## config.mk

```make
export PLATFORM = sky130hd
export DESIGN_NAME = buck_pwm_timer
export DESIGN_NICKNAME = d
export VERILOG_FILES = /design/src/rtl/buck_pwm_pkg.sv /design/src/rtl/pwm_counter.sv /design/src/rtl/pwm_shadow_reg.sv /design/src/rtl/pwm_edge_pulse.sv /design/src/rtl/buck_pwm_timer.sv
export SDC_FILE = /design/constraint.sdc
export NUM_CORES = 1
export LEC_CHECK = 0
export BUFFER_PORTS_ARGS = -buffer_cell sky130_fd_sc_hd__buf_2
export CAP_MARGIN = 40
export CORE_AREA = 2 2 126 128
export CTS_CLUSTER_SIZE = 40
export DETAILED_ROUTE_END_ITERATION = 12
export DIE_AREA = 0 0 128 130
export PLACE_DENSITY = 0.66
export SKIP_CTS_REPAIR_TIMING = 1
export SLEW_MARGIN = 20
export SYNTH_ARGS = -nofsm -noshare
export SYNTH_HDL_FRONTEND = slang
export SYNTH_HIERARCHICAL = 1
export SYNTH_SLANG_ARGS = --single-unit
```

## constraint.sdc

```tcl
create_clock -name clk -period 5.3 [get_ports clk]
set_input_delay 1.06 -clock clk [delete_from_list [all_inputs] [get_ports clk]]
set_output_delay 1.06 -clock clk [all_outputs]
set_load 0.005 [all_outputs]
```

## src/rtl/buck_pwm_pkg.sv

```systemverilog
package buck_pwm_pkg;
  typedef enum logic [1:0] {
    SEL_PERIOD = 2'd0,
    SEL_DUTY   = 2'd1,
    SEL_TRIG   = 2'd2,
    SEL_NONE   = 2'd3
  } wr_sel_e;

  localparam int NUM_CMP = 3;
endpackage

```

## src/rtl/pwm_counter.sv

```systemverilog
module pwm_counter #(
  parameter int W = 16
) (
  input  logic         clk,
  input  logic         rst_n,
  input  logic [W-1:0] per_i,
  output logic [W-1:0] cnt_o,
  output logic [W-1:0] cnt_nx_o,
  output logic         last_o
);
  logic [W-1:0] cnt_q;
  logic [W-1:0] cnt_d;
  logic         last;

  always_comb begin
    last  = (per_i <= W'(1)) || (cnt_q >= (per_i - W'(1)));
    cnt_d = last ? '0 : (cnt_q + W'(1));
  end

  always_ff @(posedge clk or negedge rst_n) begin
    if (!rst_n) cnt_q <= '0;
    else        cnt_q <= cnt_d;
  end

  assign cnt_o    = cnt_q;
  assign cnt_nx_o = cnt_d;
  assign last_o   = last;
endmodule

```

## src/rtl/pwm_shadow_reg.sv

```systemverilog
module pwm_shadow_reg #(
  parameter int           W       = 16,
  parameter logic [W-1:0] RST_VAL = '0
) (
  input  logic         clk,
  input  logic         rst_n,
  input  logic         wr_i,
  input  logic [W-1:0] data_i,
  input  logic         load_i,
  output logic [W-1:0] act_o,
  output logic [W-1:0] act_nx_o
);
  logic [W-1:0] stage_q, stage_d;
  logic [W-1:0] act_q, act_d;

  always_comb begin
    stage_d = wr_i   ? data_i  : stage_q;
    act_d   = load_i ? stage_d : act_q;
  end

  always_ff @(posedge clk or negedge rst_n) begin
    if (!rst_n) begin
      stage_q <= RST_VAL;
      act_q   <= RST_VAL;
    end else begin
      stage_q <= stage_d;
      act_q   <= act_d;
    end
  end

  assign act_o    = act_q;
  assign act_nx_o = act_d;
endmodule

```

## src/rtl/pwm_edge_pulse.sv

```systemverilog
module pwm_edge_pulse (
  input  logic clk,
  input  logic rst_n,
  input  logic lvl_i,
  output logic pulse_o
);
  logic lvl_q, pulse_q, pulse_d;

  always_comb pulse_d = lvl_i & ~lvl_q;

  always_ff @(posedge clk or negedge rst_n) begin
    if (!rst_n) begin
      lvl_q   <= 1'b0;
      pulse_q <= 1'b0;
    end else begin
      lvl_q   <= lvl_i;
      pulse_q <= pulse_d;
    end
  end

  assign pulse_o = pulse_q;
endmodule

```

## src/rtl/buck_pwm_timer.sv

```systemverilog
module buck_pwm_timer
  import buck_pwm_pkg::*;
#(
  parameter int CNT_W      = 16,
  parameter int DEF_PERIOD = 5000
) (
  input  logic             clk,
  input  logic             rst_n,
  input  logic             wr_en_i,
  input  logic [1:0]       wr_sel_i,
  input  logic [CNT_W-1:0] wr_data_i,
  input  logic             eoc_i,
  output logic             gate_o,
  output logic             soc_o,
  output logic             upd_o
);
  localparam logic [CNT_W-1:0] PER_RST = CNT_W'(DEF_PERIOD);
  localparam logic [CNT_W-1:0] CMP_RST [NUM_CMP] = '{PER_RST, '0, PER_RST};

  // reset: asserted at once, released through two flops
  logic [1:0] rs_q;
  logic       rst_int_n;

  always_ff @(posedge clk or negedge rst_n) begin
    if (!rst_n) rs_q <= 2'b00;
    else        rs_q <= {rs_q[0], 1'b1};
  end
  assign rst_int_n = rs_q[1];

  logic [CNT_W-1:0] act    [NUM_CMP];
  logic [CNT_W-1:0] act_nx [NUM_CMP];
  logic [CNT_W-1:0] cnt_q, cnt_nx;
  logic             cnt_last;
  logic [CNT_W-1:0] per_act, duty_act, trig_act;

  assign per_act  = act[SEL_PERIOD];
  assign duty_act = act[SEL_DUTY];
  assign trig_act = act[SEL_TRIG];

  pwm_counter #(.W(CNT_W)) u_cnt (
    .clk     (clk),
    .rst_n   (rst_int_n),
    .per_i   (per_act),
    .cnt_o   (cnt_q),
    .cnt_nx_o(cnt_nx),
    .last_o  (cnt_last)
  );

  for (genvar g = 0; g < NUM_CMP; g++) begin : g_cmp
    logic wr_hit;
    assign wr_hit = wr_en_i && (wr_sel_i == 2'(g));
    pwm_shadow_reg #(.W(CNT_W), .RST_VAL(CMP_RST[g])) u_sh (
      .clk     (clk),
      .rst_n   (rst_int_n),
      .wr_i    (wr_hit),
      .data_i  (wr_data_i),
      .load_i  (cnt_last),
      .act_o   (act[g]),
      .act_nx_o(act_nx[g])
    );
  end

  // outputs registered from the next count and next active values
  logic gate_q, gate_d, soc_q, soc_d;

  always_comb begin
    gate_d = cnt_nx <  act_nx[SEL_DUTY];
    soc_d  = cnt_nx == act_nx[SEL_TRIG];
  end

  always_ff @(posedge clk or negedge rst_int_n) begin
    if (!rst_int_n) begin
      gate_q <= 1'b0;
      soc_q  <= 1'b0;
    end else begin
      gate_q <= gate_d;
      soc_q  <= soc_d;
    end
  end

  pwm_edge_pulse u_eoc (
    .clk    (clk),
    .rst_n  (rst_int_n),
    .lvl_i  (eoc_i),
    .pulse_o(upd_o)
  );

  assign gate_o = gate_q;
  assign soc_o  = soc_q;
endmodule

```

==> flow_metrics.py <==
metrics = {
    "die": {
        "die_h_um": 130,
        "initial_core_util": 0.388,
        "rows": 46,
        "core_area_um2": 15400,
        "io_pins": 25,
        "dieArea_um2": 16600,
        "die_x_um": 128,
    },
    "timing": {
        "finalSetupTns_ns": 0,
        "finalCritPeriodShare": 0.896,
        "min_period_ns": 4.75,
        "drv_slew": 0,
        "tightest_slew_ns": 0.705,
        "fin_skew_ns": 0.00905,
        "fmax_mhz": 211,
        "setup_violations": 0,
        "rsz0062_at_grt": "false",
        "relSlewSlack": 0.530,
        "hold_violations": 0,
    },
    "cts": {
        "cts_buffer_depth": 2,
        "clock-root-buffer": "clkbuf_16",
        "cts.sinks": 118,
        "clock_latency_ns": 0.41,
        "cts_buffers": 17,
        "htree_levels": 4,
        "clk_pin_slew_ns": 0.05,
        "cts_tree": "done",
    },
    "grt": {
        "track_usage": 0.157,
        "grt_max_degree": 69,
        "grt.overflow.total": 0,
        "antenna_found_initial": 0,
        "grt_pass1_vias": 3817,
        "grt_pass1_wl_mm": 19.9,
    },
    "route": {
        "routed_wl_mm": 12.3,
        "drtIter0Drc": 142,
        "antenna_left": 0,
        "vias": 3474,
        "routed_via_density": 5.03,
        "routedWlPerCell_um": 17.8,
        "dr.pass1.iters": 4,
        "drc": 0,
    },
    "yosys": {
        "yosysSeqAreaShare": 0.498,
        "synth_top_area_share": 0.410,
        "synth_area_per_cell_um2": 13.4,
        "synth.top_cells.by_area": "dfrtp_1, mux2_4, dfstp_2, ha_1, mux2_2",
        "synth_cell_types": 42,
        "synth_ff_type": "dfrtp_1",
        "syn_nets": 502,
        "ys_warn_count": 6,
        "synth_edf_count": 0,
        "syn-cell-area_um2": 5980,
        "ys_ff_latch": 118,
        "ys_async_sr_fraction": 1.00,
        "yosysTopAreaCell": "dfrtp_1",
        "syn_inst": 446,
    },
    "setup_path": {
        "endpoint": "gate_o$_DFF_PN0_",
        "reg2reg_slack_ns": 0.55,
        "crit_arrival_ns": 5.08,
        "reg2reg_depth": 17,
        "reg2reg_from": "g_cmp[0].u_sh/act_o[6]$_DFF_PN0_",
        "worstSetupPathType": "reg2reg",
        "path_max_fanout": 26,
        "worst_setup_path_start_kind": "flip-flop",
        "worst_ep_required_time_ns": 5.63,
        "r2r-end": "gate_o$_DFF_PN0_",
        "startpoint": "g_cmp[0].u_sh/act_o[6]$_DFF_PN0_",
        "critPathCaptureType": "flip-flop",
    },
    "layout": {
        "syn_to_final_growth_pct": 16.2,
        "drive_gt1_frac": 0.383,
        "stdcell_area_um2": 6950,
        "layout_common_cells": "dfrtp_1, mux2_4, mux2_2",
        "antenna_cells": 0,
        "finalNetCount": 542,
        "final_common_cell": "dfrtp_1",
    },
    "placement": {
        "routabilityCongestion": 0.833,
        "place_area_um2": 6300,
        "post-dp-hpwl_mm": 8.86,
        "io_buffers": 24,
    },
    "worst_hold_path": {
        "hold_path.class": "reg2async",
    },
    "pwr": {
        "power.leakage_uw": 0.00315,
        "power_uw": 4010,
        "ir_worst_vdd_uv": 222,
        "powerDensity_nw_per_um2": 577,
    },
    "job": {
        "cap_violations": 0,
    },
    "status": {
        "status": "complete, no violations",
    },
}
-- power by group --
| part | internal [uW] | switching (uW) | leakage (uW) |
|---|---|---|---|
| Sequential | 1200 | 172 | 0.00142 |
| Combinational | 741 | 716 | 0.00142 |
| Clock | 797 | 391 | 0.000309 |
| Total | 2730 | 1280 | 0.00315 |
-- cell usage after synthesis, types with 2 or more instances --
library cell	n
dfstp_2	20
and3_1	3
a21oi_1	10
nor2b_1	3
dfrtp_1	98
o21ai_0	4
xor2_1	11
nor2_1	29
mux2_4	60
nand2_1	17
xnor2_1	33
mux2_2	36
nor3_1	5
buf_6	4
nor3_2	2
inv_1	21
buf_2	6
o311ai_1	2
and3b_1	2
nand3_1	6
ha_1	34
and2_1	2
nor4_1	4
nand2b_1	3
nor3b_1	2
a21o_1	3
nand4_1	9
buf_12	3
-- area by class of cell --
| class | instances | area [um2] |
|---|---|---|
| timing repair buffer | 34 | 228 |
| clock inverter | 9 | 123 |
| inverter | 21 | 78.8 |
| sequential | 118 | 2980 |
| tap | 192 | 240 |
| clock buffer | 23 | 498 |
| multi-input combinational | 294 | 2800 |
| fill | 1358 | 8470 |
-- worst min path at each step --
stage / end / startpoint / slack [ns] / cells after the start
floorplan: rs_q[1]$_DFF_PN0_ / rs_q[0]$_DFF_PN0_ / 0.33 / 0
global placement: rs_q[1]$_DFF_PN0_ / rs_q[0]$_DFF_PN0_ / 0.34 / 0
detailed placement: rs_q[1]$_DFF_PN0_ / rs_q[0]$_DFF_PN0_ / 0.34 / 0
CTS: rs_q[1]$_DFF_PN0_ / rs_q[0]$_DFF_PN0_ / 0.35 / 0
global route: u_eoc/pulse_o$_DFF_PN0_ / rs_q[1]$_DFF_PN0_ / 0.18 / 0
finish: g_cmp[0].u_sh/act_o[15]$_DFF_PN0_ / rs_q[1]$_DFF_PN0_ / 0.16 / 0
-- stage by stage --
step | setup WS (ns) | hold slack, ns | cells | util
detailed placement | 0.541 | 0.338 | 658 | 0.409
global placement | 0.644 | 0.337 | 658 | 0.409
floorplan | 0.777 | 0.331 | 446 | -
CTS | 0.541 | 0.350 | 690 | 0.449
global route | 0.245 | 0.178 | 691 | 0.451
finish | 0.550 | 0.160 | 691 | 0.451
-- cell families after synthesis --
logic type               count (synthesis)  share of synthesized area
AND/OR/NAND/NOR                         94                     0.0845
buffers and inverters                   34                     0.0358
adder cells (fa/ha/maj)                 34                     0.0711
AO/OA/AOI/OAI                           25                     0.0272
XOR/XNOR                                44                     0.0644
multiplexers                            96                      0.218
flip-flops                             118                      0.498
other                                    1                   0.000627
-- worst max-delay path, stage by stage, from the launching register on --
cell and delay (ns):
dfrtp_1 0.41, or4_4 0.56, nor3_4 0.18, nand2b_1 0.14, nor3_2 0.23, xnor2_1 0.11
ha_1 0.31, nand2_1 0.10, nor4_1 0.37, o311ai_1 0.22, nand4_4 0.28, buf_12 0.24
mux2_2 0.37, inv_1 0.07, ha_1 0.24, a2111oi_1 0.43, o311ai_1 0.23, a21oi_1 0.17
-- layer usage --
| metal | vias to the layer above | track usage | routed length (um) |
|---|---|---|---|
| met5 | - | 0 | 0 |
| met4 | 0 | 0.0659 | 278 |
| met3 | 20 | 0.0320 | 352 |
| met2 | 45 | 0.272 | 6280 |
| met1 | 1780 | 0.191 | 5380 |
| li1 | 1629 | - | - |
-- state kept, by name, summed over array words and instances, names as in the netlist --
register and flops:
soc_o 1, u_cnt/cnt_o 16, g_cmp.u_sh/act_o 48, g_cmp.u_sh/stage_q 48, rs_q 2, gate_o 1, u_eoc/lvl_q 1, u_eoc/pulse_o 1
Note: power is estimated with default switching activity, not from simulation.
